===== config.mk =====
export PLATFORM = sky130hd
export DESIGN_NAME = cell_tx_aal34
export DESIGN_NICKNAME = d
export VERILOG_FILES = /design/src/rtl/cell_tx_pkg.sv /design/src/rtl/tx_req_fifo.sv /design/src/rtl/crc10_unit.sv /design/src/rtl/trailer_merge.sv /design/src/rtl/cell_tx_aal34.sv
export SDC_FILE = /design/constraint.sdc
export NUM_CORES = 1
export LEC_CHECK = 0
export BUFFER_PORTS_ARGS = -buffer_cell sky130_fd_sc_hd__buf_2
export CORE_UTILIZATION = 64
export CTS_CLUSTER_SIZE = 20
export DETAILED_ROUTE_END_ITERATION = 6
export GPL_ROUTABILITY_DRIVEN = 1
export PLACE_DENSITY_LB_ADDON = 0.25
export REMOVE_ABC_BUFFERS = 1
export SETUP_SLACK_MARGIN = 0.2
export SLEW_MARGIN = 20
export SYNTH_ARGS = -nofsm -noshare
export SYNTH_HDL_FRONTEND = slang
export SYNTH_SLANG_ARGS = --single-unit

===== constraint.sdc =====
create_clock -name clk -period 5.8 [get_ports clk]
set_input_delay 0.58 -clock clk [delete_from_list [all_inputs] [get_ports clk]]
set_output_delay 0.58 -clock clk [all_outputs]
set_load 0.01 [all_outputs]

===== src/rtl/cell_tx_pkg.sv =====
package cell_tx_pkg;
  localparam logic [9:0] CRC10_POLY = 10'h233;
  localparam logic [5:0] OFF_FIRST  = 6'd12;
  localparam logic [5:0] OFF_PDU    = 6'd16;
  localparam logic [5:0] OFF_LEN    = 6'd62;
  localparam logic [5:0] OFF_LAST   = 6'd63;
  localparam logic [5:0] OFF_PAY_END = 6'd61;

  function automatic logic [9:0] crc10_bit(input logic [9:0] c, input logic b);
    logic fb;
    fb = c[9] ^ b;
    return {c[8:0], 1'b0} ^ (fb ? CRC10_POLY : 10'h000);
  endfunction

  function automatic logic [9:0] crc10_byte(input logic [9:0] c, input logic [7:0] d);
    logic [9:0] r;
    r = c;
    for (int i = 7; i >= 0; i--) r = crc10_bit(r, d[i]);
    return r;
  endfunction

  function automatic logic [9:0] crc10_len(input logic [9:0] c, input logic [5:0] l);
    logic [9:0] r;
    r = c;
    for (int i = 5; i >= 0; i--) r = crc10_bit(r, l[i]);
    return r;
  endfunction
endpackage


===== src/rtl/tx_req_fifo.sv =====
module tx_req_fifo #(
  parameter int DEPTH = 8,
  parameter int W     = 7
) (
  input  logic         clk,
  input  logic         rst_n,
  input  logic         push,
  input  logic [W-1:0] wdata,
  input  logic         pop,
  output logic [W-1:0] rdata,
  output logic         empty,
  output logic         full
);
  localparam int PW = (DEPTH > 1) ? $clog2(DEPTH) : 1;
  localparam int CW = $clog2(DEPTH + 1);

  logic [W-1:0]  slots [DEPTH];
  logic [PW-1:0] wp, rp;
  logic [CW-1:0] cnt;
  logic          do_push, do_pop;

  function automatic logic [PW-1:0] nxt(input logic [PW-1:0] p);
    return (p == PW'(DEPTH - 1)) ? '0 : p + PW'(1);
  endfunction

  assign empty   = (cnt == '0);
  assign full    = (cnt == CW'(DEPTH));
  assign do_push = push && !full;
  assign do_pop  = pop && !empty;
  assign rdata   = slots[rp];

  always_ff @(posedge clk or negedge rst_n) begin
    if (!rst_n) begin
      wp  <= '0;
      rp  <= '0;
      cnt <= '0;
    end else begin
      if (do_push) wp <= nxt(wp);
      if (do_pop)  rp <= nxt(rp);
      case ({do_push, do_pop})
        2'b10:   cnt <= cnt + CW'(1);
        2'b01:   cnt <= cnt - CW'(1);
        default: cnt <= cnt;
      endcase
    end
  end

  always_ff @(posedge clk) begin
    if (do_push) slots[wp] <= wdata;
  end
endmodule


===== src/rtl/crc10_unit.sv =====
module crc10_unit
  import cell_tx_pkg::*;
(
  input  logic       clk,
  input  logic       rst_n,
  input  logic       clear,
  input  logic       upd,
  input  logic [7:0] din,
  input  logic       fin_load,
  input  logic [5:0] len,
  output logic [9:0] crc_q,
  output logic [9:0] crc_fin
);
  assign crc_fin = crc10_len(crc_q, len);

  always_ff @(posedge clk or negedge rst_n) begin
    if (!rst_n)        crc_q <= '0;
    else if (clear)    crc_q <= '0;
    else if (fin_load) crc_q <= crc_fin;
    else if (upd)      crc_q <= crc10_byte(crc_q, din);
  end
endmodule


===== src/rtl/trailer_merge.sv =====
module trailer_merge
  import cell_tx_pkg::*;
(
  input  logic       crc_on,
  input  logic [5:0] off,
  input  logic [7:0] raw,
  input  logic [9:0] crc_fin,
  input  logic [9:0] crc_q,
  output logic [7:0] dout
);
  always_comb begin
    dout = raw;
    if (crc_on) begin
      if (off == OFF_LEN)       dout = {raw[5:0], crc_fin[9:8]};
      else if (off == OFF_LAST) dout = crc_q[7:0];
    end
  end
endmodule


===== src/rtl/cell_tx_aal34.sv =====
module cell_tx_aal34
  import cell_tx_pkg::*;
#(
  parameter int HOLDER_AW  = 6,
  parameter int FIFO_DEPTH = 8
) (
  input  logic                 clk,
  input  logic                 rst_n,
  input  logic                 req_push,
  input  logic [HOLDER_AW-1:0] req_holder,
  input  logic                 req_crc_en,
  output logic                 req_overflow,
  output logic                 mem_rd_en,
  output logic [HOLDER_AW+5:0] mem_rd_addr,
  input  logic [7:0]           mem_rd_data,
  output logic                 tx_valid,
  input  logic                 tx_ready,
  output logic [7:0]           tx_data,
  output logic                 tx_sop
);
  localparam int REQ_W = HOLDER_AW + 1;

  logic [REQ_W-1:0]     head;
  logic                 q_empty, q_full;
  logic                 launch, accept, last_acc;
  logic                 rd_valid_q;
  logic [5:0]           off_q;
  logic [HOLDER_AW-1:0] cur_holder_q;
  logic                 cur_crc_q;
  logic                 ovf_q;
  logic [9:0]           crc_q, crc_fin;
  logic                 crc_upd, crc_fin_load;

  tx_req_fifo #(.DEPTH(FIFO_DEPTH), .W(REQ_W)) u_fifo (
    .clk   (clk),
    .rst_n (rst_n),
    .push  (req_push),
    .wdata ({req_holder, req_crc_en}),
    .pop   (launch),
    .rdata (head),
    .empty (q_empty),
    .full  (q_full)
  );

  assign accept   = rd_valid_q && tx_ready;
  assign last_acc = accept && (off_q == OFF_LAST);
  assign launch   = (!rd_valid_q || last_acc) && !q_empty;

  assign mem_rd_en   = launch || (accept && !last_acc);
  assign mem_rd_addr = launch ? {head[REQ_W-1:1], OFF_FIRST}
                              : {cur_holder_q, off_q + 6'd1};

  always_ff @(posedge clk or negedge rst_n) begin
    if (!rst_n) begin
      rd_valid_q   <= 1'b0;
      off_q        <= '0;
      cur_holder_q <= '0;
      cur_crc_q    <= 1'b0;
      ovf_q        <= 1'b0;
    end else begin
      ovf_q <= req_push && q_full;
      if (launch) begin
        rd_valid_q   <= 1'b1;
        off_q        <= OFF_FIRST;
        cur_holder_q <= head[REQ_W-1:1];
        cur_crc_q    <= head[0];
      end else if (accept) begin
        off_q <= off_q + 6'd1;
        if (last_acc) rd_valid_q <= 1'b0;
      end
    end
  end

  assign crc_upd      = accept && (off_q >= OFF_PDU) && (off_q <= OFF_PAY_END);
  assign crc_fin_load = accept && (off_q == OFF_LEN);

  crc10_unit u_crc (
    .clk      (clk),
    .rst_n    (rst_n),
    .clear    (launch),
    .upd      (crc_upd),
    .din      (mem_rd_data),
    .fin_load (crc_fin_load),
    .len      (mem_rd_data[5:0]),
    .crc_q    (crc_q),
    .crc_fin  (crc_fin)
  );

  trailer_merge u_merge (
    .crc_on  (cur_crc_q),
    .off     (off_q),
    .raw     (mem_rd_data),
    .crc_fin (crc_fin),
    .crc_q   (crc_q),
    .dout    (tx_data)
  );

  assign tx_valid     = rd_valid_q;
  assign tx_sop       = rd_valid_q && (off_q == OFF_FIRST);
  assign req_overflow = ovf_q;
endmodule


# Yosys cells after proc, flatten, opt, wreduce, memory -nomap -nowiden

Memories as Yosys holds them, arrays and structs flattened.
Index checks and enable logic that the tools add are counted.

Register bits after elaboration: 35
Memory bits (writable): 56
Bits of input ports: 19
Output and inout port bits: 24
Logic and storage cells: 107
Memories: 1

Add/subtract/negate cells: 5
$lt $le $gt $ge: 2
Equality and inequality tests: 8
Muxes and demuxes: 31
Bitwise operators: 28
Reduce and logical (&&, ||, !) cells: 23

Memories:

| memory       | depth | bits a word | read ports | clocked after memory_dff | wr ports | line              | source |
|---|---|---|---|---|---|---|---|
| u_fifo.slots | 8     | 7           | 1          | 0                        | 1        | tx_req_fifo.sv:17 | `logic [W-1:0] slots [DEPTH];` |

Operators by type and width:

| cell                                                | count |
|---|---|
| 2-to-1 mux 10 bit                                   | 17 |
| bitwise XOR 10 bit                                  | 14 |
| 2-to-1 mux 8 bit                                    | 3 |
| bitwise XOR 1 bit                                   | 14 |
| equality test 6 bit, second input constant          | 2 |
| 2-to-1 mux 12 bit                                   | 1 |
| 2-to-1 mux 6 bit                                    | 2 |
| logical AND 1 bit                                   | 11 |
| case mux 4 bit (2 select lines)                     | 1 |
| adder 3 x 1 -> 3 bit, second input constant         | 2 |
| adder 6 x 1 -> 6 bit, second input constant         | 1 |
| equality test 3 bit, second input constant          | 2 |
| equality test 6 x 4 -> 1 bit, second input constant | 1 |
| >= comparator 6 x 5 -> 1 bit, second input constant | 1 |
| <= comparator 6 bit, second input constant          | 1 |
| 2-to-1 mux 3 bit                                    | 2 |
| nonzero test 2 bit                                  | 3 |
| 2-to-1 mux 1 bit                                    | 5 |
| adder 4 x 1 -> 4 bit, second input constant         | 1 |
| equality test 4 bit, second input constant          | 1 |
| logical NOT 1 bit                                   | 4 |
| logical NOT 4 bit                                   | 1 |
| subtractor 4 x 1 -> 4 bit, second input constant    | 1 |
| nonzero test 3 bit                                  | 1 |
| 4 further kinds                                     | 5 |

# Logic depth before layout (Yosys ltp)

Gate-level depths: netlist of the first run.

Depth after elaboration: 27
Depth in mapped cells: 13

# Hierarchy

A second synthesis of the first run with hierarchy kept.

Cell total of the unflattened synthesis: 396
Area total of the unflattened synthesis: 5198.7 sq um

By module, submodules not included:

| module        | instances | cells an instance | area each (sq um) |
|---|---|---|---|
| tx_req_fifo   | 1         | 151               | 2881.5 |
| cell_tx_aal34 | 1         | 126               | 1059.8 |
| crc10_unit    | 1         | 99                | 978.4 |
| trailer_merge | 1         | 20                | 279.0 |

# Worst setup path before layout of the first run

No wires, ideal clock.

Path kind: register to register
Start: register off_q[0]
End: register u_fifo.cnt[3]
Library setup time: 0.125 ns
Arrival time: 2.756 ns
Data required time: 5.675 ns
Path slack: 2.919 ns
Stages on the path, launching flop included: 14
Clock period less this slack: 2.881 ns
Path through: dfrtp_1 > ha_1 > nand3_1 > o31ai_1 > or2b_2 > inv_1 > buf_2 > ha_1 > ha_1 > a21o_1 > a21oi_1 > xnor2_1 > nor2_1 > xor2_1

Cells in the longest elaborated chain, start to end: 7
Elaborated cells on any way between the ends: 9

RTL lines:

| item                                                                  | line                | source |
|---|---|---|
| from (decl)                                                           | cell_tx_aal34.sv:27 | `logic [5:0] off_q;` |
| from (signal assigned)                                                | cell_tx_aal34.sv:68 | `off_q <= off_q + 6'd1;` |
| equality test 6 bit *                                                 | cell_tx_aal34.sv:46 | `assign last_acc = accept && (off_q == OFF_LAST);` |
| logical AND 1 bit *                                                   | cell_tx_aal34.sv:46 |  |
| logical OR 1 bit *                                                    | cell_tx_aal34.sv:47 | `assign launch = (!rd_valid_q \|\| last_acc) && !q_empty;` |
| logical AND 1 bit *                                                   | cell_tx_aal34.sv:47 |  |
| named net launch                                                      | cell_tx_aal34.sv:25 | `logic launch, accept, last_acc;` |
| logical AND 1 bit *                                                   | tx_req_fifo.sv:29   | `assign do_pop = pop && !empty;` |
| equality test 2 x 1 -> 1 bit or equality test 2 bit (tied branches)   | tx_req_fifo.sv:40   | `case ({do_push, do_pop})` |
| case mux 4 bit (2 select lines) or nonzero test 2 bit (tied branches) | --                  |  |
| to (signal assigned)                                                  | tx_req_fifo.sv:41   | `2'b10: cnt <= cnt + CW'(1);` |
| to (signal assigned)                                                  | tx_req_fifo.sv:42   | `2'b01: cnt <= cnt - CW'(1);` |
| to (signal assigned)                                                  | tx_req_fifo.sv:43   | `default: cnt <= cnt;` |
| to (decl)                                                             | tx_req_fifo.sv:19   | `logic [CW-1:0] cnt;` |

Mark *: on every way through the listed nets, which the timed path passes. The rest lies on a longest branch.
A chain may end at the register's enable or synchronous reset.

# Worst setup path in the final report of the first run

Start: register off_q[0]
End: register u_fifo.cnt[3]

Cells in the longest elaborated chain, start to end: 7
Elaborated cells on any way between the ends: 9

RTL lines:

| item                                                                  | line |
|---|---|
| equality test 6 bit *                                                 | cell_tx_aal34.sv:46 |
| logical AND 1 bit *                                                   | cell_tx_aal34.sv:46 |
| logical OR 1 bit *                                                    | cell_tx_aal34.sv:47 |
| logical AND 1 bit *                                                   | cell_tx_aal34.sv:47 |
| logical AND 1 bit *                                                   | tx_req_fifo.sv:29 |
| equality test 2 x 1 -> 1 bit or equality test 2 bit (tied branches)   | tx_req_fifo.sv:40 |
| case mux 4 bit (2 select lines) or nonzero test 2 bit (tied branches) | -- |

Every way passes the cells marked *; elsewhere a longest branch is shown, timed or not.

==> results of run 1 <==
cell families after synthesis:
group                    share of synthesized area (%)
flip-flops                                        52.6
XOR/XNOR                                          13.7
AND/OR/NAND/NOR                                   10.5
AO/OA/AOI/OAI                                     7.13
buffers and inverters                             3.63
multiplexers                                      8.99
adder cells (fa/ha/maj)                           3.50
final timing paths:
check	from	endpoint	cells after the start
max	off_q[0]$_DFFE_PN0P_	u_fifo.cnt[3]$_DFFE_PN0P_	12
min	rst_n	cur_holder_q[1]$_DFFE_PN0P_	1
max reg2reg	off_q[0]$_DFFE_PN0P_	u_fifo.cnt[3]$_DFFE_PN0P_	12
min reg2reg	cur_holder_q[2]$_DFFE_PN0P_	cur_holder_q[2]$_DFFE_PN0P_	2
max in group asynchronous	rst_n	off_q[4]$_DFFE_PN0P_	1
min in group clk	cur_holder_q[2]$_DFFE_PN0P_	cur_holder_q[2]$_DFFE_PN0P_	2
power groups by stage:
stage / registers (mW) / clock network, mW / logic (mW)
2_1_floorplan: 1.01 / 0 / 1.00
3_3_place_gp: 1.07 / 0 / 1.21
3_5_place_dp: 1.08 / 0 / 1.24
4_1_cts: 1.07 / 0.433 / 1.25
5_1_grt: 1.09 / 0.460 / 1.35
6_report: 1.07 / 0.429 / 1.25
routing by layer:
layer  vias to the layer above  track usage (%)
li1                       1431                -
met1                      1540             34.9
met2                       110             40.8
met3                        13             3.97
met4                         0             9.09
met5                         -                0
through the flow:
step	total power [mW]	hold WS, ns
final	2.74	0.336
after global routing	2.90	0.395
after detailed placement	2.32	0.485
after floorplan	2.01	0.284
after global placement	2.28	0.470
after CTS	2.75	0.351
synth_stat cells (all sizes together) (2+ instances only):
| master | count | area [sq um] |
|---|---|---|
| edfxtp | 56 | 1680 |
| nand2 | 44 | 168 |
| dfrtp | 35 | 876 |
| xnor2 | 30 | 289 |
| nor2 | 26 | 97.6 |
| a21oi | 18 | 90.1 |
| buf | 15 | 96.3 |
| o21ai | 15 | 75.1 |
| mux4 | 14 | 315 |
| ha | 12 | 150 |
| mux2i | 11 | 110 |
| xor2 | 11 | 104 |
| clkbuf | 10 | 50.1 |
| nor3 | 10 | 50.1 |
| inv | 8 | 30.0 |
| nand3 | 8 | 40.0 |
| o22ai | 8 | 50.1 |
| xnor3 | 7 | 165 |
| and2 | 4 | 26.3 |
| nand2b | 4 | 25.0 |
| o211ai | 4 | 30.0 |
| xor3 | 4 | 106 |
| a21o | 3 | 22.5 |
| nand3b | 3 | 22.5 |
| and3 | 2 | 12.5 |
| nor4 | 2 | 12.5 |
| o21a | 2 | 15.0 |
| o31ai | 2 | 15.0 |
sequential cells by signal (all words and copies together), names as in the netlist:
name          count
cur_crc_q         1
cur_holder_q      6
off_q             6
req_overflow      1
tx_valid          1
u_crc.crc_q      10
u_fifo.cnt        4
u_fifo.rp         3
u_fifo.slots     56
u_fifo.wp         3
layout make-up:
cell class	instances	area (sq um)
Timing Repair Buffer	45	233
Tap cell	99	124
Clock buffer	10	128
Inverter	8	30.0
Multi-Input combinational cell	256	2130
Clock inverter	6	72.6
Fill cell	515	2020
Sequential cell	91	2560
critical path, stage by stage, from the launching register on:
cell     delay [ns]
dfrtp_1        0.45
ha_1           0.24
nand3_1        0.16
o31ai_1        0.28
or2b_2         0.54
inv_1          0.48
ha_1           0.30
ha_1           0.24
a21o_1         0.18
a21oi_1        0.17
xnor2_1        0.13
nor2_1         0.06
xor2_1         0.14
==> results.yml, run 1 <==
min_path:
  hp-class: "primary input to async pin"
floorplanning:
  core_sq_mm: 0.00729
  die_area_sq_mm: 0.00795
  io_pins: 43
  start_util_pct: 66.6
  rows: 31
  die_height_um: 89.1
  chipWidth_um: 89.1
logic_synthesis:
  ys_types: 54
  synth_ff_type: "edfxtp_1"
  ys_seq_area_share_pct: 52.6
  async_flop_share_pct: 38.5
  synthCells: 380
  yosys_warnings: 0
  ys_ff_latch: 91
  netlist_area_sq_mm: 0.00486
  synth_edf_count: 56
  avgSynthCellArea_sq_um: 12.8
global_routing:
  grt_max_degree: 36
  grt_pass1_wl_mm: 14.4
  grt_pass1_vias: 2878
  antenna_found_initial: 0
  grtUsageTotal_pct: 25.2
  grt_overflow: 0
detailed_routing:
  drc: 0
  vias: 3094
  drt_first_pass_iters: 5
  drtIter0Drc: 270
  routed.top_layer: "met4"
  postRouteAntennaNets: 0
  drt_wl_total_mm: 9.35
  vias_per_cell: 6.01
  routedWlPerCell_um: 18.2
  wl_met2_mm: 4.56
  wl_met1_mm: 4.16
  wl_met3_um: 533
cts:
  clockBufferDepth: 2
  clk_pin_slew_ns: 0.10
  cts_tree: "done"
  cts-root-buf: "clkbuf_8"
  cts_resized: 0
  hold_buffers: 0
  cts.sinks: 91
  insertion_delay_ns: 0.35
  htreeDepth: 3
  cts_buffers: 9
  post-cts-setup-buffers: 0
setup_path:
  worstPathArrival_ns: 3.74
  cp-start-kind: "flip-flop"
  critPathCaptureType: "flip-flop"
  rrSetupSlack_ns: 2.29
  crit_type: "flip-flop to flip-flop"
  cp_max_fo: 30
  cp.required_ns: 6.03
final_layout:
  layout_common_cells: "edfxtp_1 (56), nand2_1 (43), buf_2 (42)"
  antenna_cells: 0
  nNetsFinal: 443
  layout-drive-gt1-share_pct: 22.4
  final_core_util_pct: 72.3
  fin_cells: 515
  final_area_sq_mm: 0.00528
  syn2layout_area_growth_pct: 8.55
  final_common_cell: "edfxtp_1"
power:
  powerDensity_mw_per_mm2: 520
  switchingPower_mw: 1.01
  clkPwrFrac_pct: 15.6
  cellLeakagePower_nw: 2.12
  p_sw_share_pct: 36.9
  comb_power_share_pct: 45.6
  p_int_mw: 1.73
  sequentialPowerShare_pct: 38.8
  max-vdd-ir-drop_uv: 268
sta:
  fin_setup_tns_ns: 0
  worst_slack_ns: 2.29
  clock_skew_ns: 0.0138
  finalCritPeriodShare_pct: 60.4
  slew_headroom_pct: 28.5
  finalCriticalPeriod_ns: 3.51
  setup_viol: 0
  slew_viol_final: 0
  rsz0062_at_grt: "no"
  max_freq_mhz: 285
  finalHoldViolations: 0
  worst_pin_slew_ns: 1.06
place:
  dp_slack_ns: 2.30
  dp.final_hpwl_mm: 6.47
  placed_cell_area_sq_mm: 0.00507
  routabilityCongestion: 0.915
  port-buffer-count: 42
  placed_cells: 499
run_status:
  status: "complete, no violations"
flow_run:
  maxCapViolCount: 0
Power figures use the tool's default switching activity.
==> run 2, diff against run 1 <==
CORE_UTILIZATION = 54   (was 64)
clock period = 3 ns   (was 5.8 ns; I/O delays follow)
==> run 2 against run 1 <==
Against the previous run:
- global-route usage decreased by 2.8 points
- core utilization decreased by 11 points
- clock-buffer cell count shrank 1
- final cell count up 3.1%
- design area rose by 1.5%
- sequential power rose by 89%
- critical endpoint unchanged
==> results.yml, run 2 (synthesis results as in run 1) <==
final_layout:
  nNetsFinal: 450
  antenna_cells: 0
  final_area_sq_mm: 0.00536
  regMostFlops: "u_fifo.slots"
  top_regs: "u_fifo.slots x56, u_crc.crc_q x10"
  layout-drive-gt1-share_pct: 25.1
  layout_common_cells: "edfxtp_1 (56), nand2_1 (42), buf_2 (42)"
  largest_reg_flops: 56
  syn2layout_area_growth_pct: 10.2
  final_core_util_pct: 61.4
  final_common_cell: "edfxtp_1"
setup_path:
  cp.required_ns: 3.25
  cp_max_fo: 5
  critPathCaptureType: "flip-flop"
  worstPathArrival_ns: 2.93
  cp-start-kind: "flip-flop"
  crit_type: "flip-flop to flip-flop"
global_routing:
  antenna_found_initial: 0
  grtUsageTotal_pct: 22.4
  grt_pass1_vias: 3136
  grt_pass1_wl_mm: 16.2
  grt_max_degree: 36
  grt_overflow: 0
cts:
  hold_buffers: 0
  htreeDepth: 3
  insertion_delay_ns: 0.36
  clk_pin_slew_ns: 0.10
  cts_buffers: 9
  cts.sinks: 91
  clockBufferDepth: 2
  cts-root-buf: "clkbuf_8"
  cts_tree: "done"
sta:
  slew_viol_final: 0
  max_freq_mhz: 373
  clock_skew_ns: 0.0134
  finalCriticalPeriod_ns: 2.68
  setup_viol: 0
  rsz0062_at_grt: "yes"
  finalCritPeriodShare_pct: 89.4
  finalHoldViolations: 0
  slew_headroom_pct: 41.3
  worst_pin_slew_ns: 0.877
  fin_setup_tns_ns: 0
detailed_routing:
  drt_wl_total_mm: 9.68
  drtIter0Drc: 176
  vias_per_cell: 5.75
  drt_first_pass_iters: 4
  routedWlPerCell_um: 18.2
  postRouteAntennaNets: 0
  drc: 0
  vias: 3054
floorplanning:
  die_area_sq_mm: 0.00938
  rows: 34
  die_height_um: 96.9
  core_sq_mm: 0.00872
  chipWidth_um: 96.9
  start_util_pct: 55.7
  io_pins: 43
power:
  cellLeakagePower_nw: 2.15
  max-vdd-ir-drop_uv: 610
  power_mw: 5.33
  powerDensity_mw_per_mm2: 995
flow_run:
  maxCapViolCount: 0
min_path:
  hp-class: "primary input to async pin"
place:
  dp.final_hpwl_mm: 6.59
  placed_cell_area_sq_mm: 0.00513
  port-buffer-count: 42
  routabilityCongestion: 0.849
run_status:
  status: "complete, no violations"
[run 2: cell types whose count changed in the layout (fill, tap and decap cells not counted), sizes merged]
| cell | previous run | this run |
|---|---|---|
| buf | 45 | 52 |
| inv | 10 | 12 |
| bufinv | 1 | 0 |
| clkbuf | 10 | 9 |
| clkinv | 2 | 3 |
| clkinvlp | 1 | 0 |
[run 2: where the power goes]
group | total (mW) | switching (mW) | internal, mW
Clock | 0.794 | 0.471 | 0.323
Combinational | 2.51 | 1.16 | 1.35
Sequential | 2.02 | 0.376 | 1.65
[run 2: worst paths after layout]
check                                             from                      endpoint  slack (ns)  depth (start not counted)
max in group asynchronous                        rst_n    u_crc.crc_q[6]$_DFFE_PN0P_        2.38                          1
setup / recovery                  off_q[1]$_DFFE_PN0P_     u_fifo.cnt[3]$_DFFE_PN0P_        0.32                         12
hold / removal                                   rst_n   cur_holder_q[5]$_DFFE_PN0P_        0.04                          1
hold reg to reg            cur_holder_q[2]$_DFFE_PN0P_   cur_holder_q[2]$_DFFE_PN0P_        0.49                          2
setup reg to reg                  off_q[1]$_DFFE_PN0P_     u_fifo.cnt[3]$_DFFE_PN0P_        0.32                         12
min in group clk                         req_holder[2]  u_fifo.slots[4][3]$_DFFE_PP_        0.21                          1
[run 2: cell type report]
cell class / count / area (sq um)
inverters: 8 / 30.0
well taps: 108 / 135
clock inverters: 7 / 66.3
clock buffers: 9 / 124
multi-input cells: 256 / 2160
flip-flops and latches: 91 / 2560
repair buffers: 52 / 285
fillers: 683 / 3360
[run 2: critical path, cell delays in order, from the launching register on]
cell     delay [ns]
dfrtp_1        0.42
ha_1           0.24
nand3_2        0.14
o31ai_2        0.23
or2b_2         0.33
inv_1          0.09
ha_1           0.20
ha_1           0.24
a21o_1         0.19
a21oi_2        0.16
xnor2_1        0.13
nor2_1         0.06
xor2_1         0.14
[run 2: routing by layer]
metal / share of wire (%) / track usage (%)
met1: 46 / 32.1
met2: 48 / 34.8
met3: 4.0 / 4.70
met4: 1.3 / 6.43
met5: 0 / 0
[run 2: per-stage QoR]
stage / setup WS (ns) / std cells / hold WS, ns
finish: 0.319 / 531 / 0.0435
global route: 0.162 / 531 / 0.102
CTS: 0.206 / 530 / 0.0777
detailed placement: 0.175 / 514 / 0.463
global placement: 0.351 / 514 / 0.460
floorplan: -0.0500 / 355 / 0.00441
[run 2: timing repair]
action                     in CTS  in global routing
gates resized for setup         2                 10
pin swaps                       0                  0
setup endpoints to repair       2                 15
buffers inserted                0                  1
==> run 3, diff against run 2 <==
CORE_UTILIZATION = 56   (was 54)
CTS_BUF_LIST = sky130_fd_sc_hd__clkbuf_2   (was unset)
==> run 3 against run 2 <==
Against the previous run:
- final cell count rose by 2.3%
- sequential share of layout area fell by 1.2 points
- largest power group unchanged
- non-clock buffer count rose by 15
- first-iteration DRC count rose by 15%
- combinational power rose by 7%
- clock skew rose by 0.026 ns
- sequential power barely moved
- largest cell class unchanged
- critical path depth fell by 5
- routed wire length fell by 2.3%
- worst hold slack improved by 0.079 ns
- sequential cell count did not move
==> results.yml, run 3 (synthesis results as in run 1) <==
cts:
  cts.sinks: 91
  insertion_delay_ns: 0.55
  cts_buffers: 9
  clk_pin_slew_ns: 0.27
  cts-root-buf: "clkbuf_2"
  htreeDepth: 3
  clockBufferDepth: 2
  cts_tree: "done"
run_status:
  status: "complete, no violations"
final_layout:
  final_core_util_pct: 66.4
  nNetsFinal: 465
  final_common_cell: "edfxtp_1"
  top_regs: "u_fifo.slots x56, u_crc.crc_q x10"
  layout_common_cells: "edfxtp_1 (56), nand2_1 (42), buf_2 (42)"
  layout-drive-gt1-share_pct: 28.3
  syn2layout_area_growth_pct: 13.3
  antenna_cells: 0
  largest_reg_flops: 56
  fin_cells: 543
  final_area_sq_mm: 0.00551
  regMostFlops: "u_fifo.slots"
sta:
  finalHoldViolations: 0
  finalCriticalPeriod_ns: 2.64
  clock_skew_ns: 0.0390
  rsz0062_at_grt: "yes"
  setup_viol: 0
  max_freq_mhz: 379
  finalCritPeriodShare_pct: 87.9
  slew_headroom_pct: 42.6
  slew_viol_final: 0
  worst_pin_slew_ns: 0.861
setup_path:
  slowest_stage: "dfrtp_1"
  critPathCaptureType: "output port"
  crit_type: "flip-flop to output port"
  path_delay_family: "flip-flops"
  slowest_delay_ns: 0.46
  cp.required_ns: 2.70
  cp.depth: 7
  r2r_cells: 12
  worstPathCellList: "ha_4 > nand3_4 > o31ai_4 > or2b_2 > buf_8 > o21ai_1 > buf_2"
  cp_max_fo: 29
  worstPathArrival_ns: 2.34
  cp-start-kind: "flip-flop"
  crit_buf_inv: 2
place:
  dp.final_hpwl_mm: 6.49
  port-buffer-count: 42
  placed_cells: 511
  placed_cell_area_sq_mm: 0.00512
  routabilityCongestion: 0.889
floorplanning:
  rows: 33
  start_util_pct: 58.6
  die_height_um: 95.2
  io_pins: 43
  die_area_sq_mm: 0.00905
  core_sq_mm: 0.00830
  chipWidth_um: 95.2
detailed_routing:
  drt_first_pass_iters: 4
  vias: 3051
  routedWlPerCell_um: 17.4
  drtIter0Drc: 202
  postRouteAntennaNets: 0
  drt_wl_total_mm: 9.46
  vias_per_cell: 5.62
  drc: 0
flow_run:
  maxCapViolCount: 0
global_routing:
  grt_pass1_vias: 2977
  grt_max_degree: 36
  grt_overflow: 0
  grt_pass1_wl_mm: 15.2
  antenna_found_initial: 0
  grtUsageTotal_pct: 23.0
power:
  powerDensity_mw_per_mm2: 963
  cellLeakagePower_nw: 2.22
  power_mw: 5.31
  max-vdd-ir-drop_uv: 427
min_path:
  hp-class: "primary input to flip-flop"
  hold_depth: 4
[run 3: what timing repair did]
| item | 4_1_cts | 5_1_grt |
|---|---|---|
| hold buffers | 9 | 0 |
| gates resized for setup | 17 | 19 |
| buffers inserted | 4 | 3 |
| endpoints found under the hold margin | 92 | 0 |
| pin swaps | 1 | 3 |
| cloned | 0 | 0 |
| endpoints found under the setup margin | 21 | 20 |
[run 3: per-stage QoR]
stage	setup TNS (ns)	hold slack [ns]	setup slack, ns
2_1_floorplan	-0.0500	0.00441	-0.0500
3_3_place_gp	0	0.455	0.333
3_5_place_dp	0	0.462	0.301
4_1_cts	0	0.0502	0.209
5_1_grt	0	0.0720	0.197
6_report	0	0.122	0.363
[run 3: worst paths after layout]
check                           slack, ns                        start                     endpoint
worst max-delay path                 0.36         off_q[0]$_DFFE_PN0P_               mem_rd_addr[6]
worst min-delay path                 0.12                     tx_ready         tx_valid$_DFFE_PN0P_
worst max register to register       0.45         off_q[0]$_DFFE_PN0P_    u_fifo.cnt[3]$_DFFE_PN0P_
worst min register to register       0.53  cur_holder_q[3]$_DFFE_PN0P_  cur_holder_q[3]$_DFFE_PN0P_
max in group asynchronous            2.04                        rst_n         off_q[4]$_DFFE_PN0P_
min in group asynchronous            0.35                        rst_n  cur_holder_q[1]$_DFFE_PN0P_
[run 3: area by class of cell]
| type | instances | area (sq um) |
|---|---|---|
| Clock buffer | 9 | 45.0 |
| Fill cell | 599 | 2790 |
| Sequential cell | 91 | 2560 |
| Multi-Input combinational cell | 256 | 2220 |
| Inverter | 8 | 30.0 |
| Tap cell | 105 | 131 |
| Timing Repair Buffer | 67 | 435 |
| Clock inverter | 7 | 78.8 |
[run 3: layer usage]
metal | part of all wire (%) | track usage [%]
met3 | 5.0 | 3.59
met4 | 0.81 | 7.58
met1 | 46 | 33.5
met2 | 48 | 35.5
met5 | 0 | 0
[run 3: where the power goes]
group	switching (mW)	internal [mW]	leakage (nW)
Combinational	1.23	1.46	1.24
Sequential	0.349	1.65	0.901
Clock	0.473	0.146	0.0767
[run 3: worst min-delay path, stage by stage]
cell,delay (ns)
buf_2,0.11
inv_1,0.09
o31ai_4,0.08
nand2_1,0.06
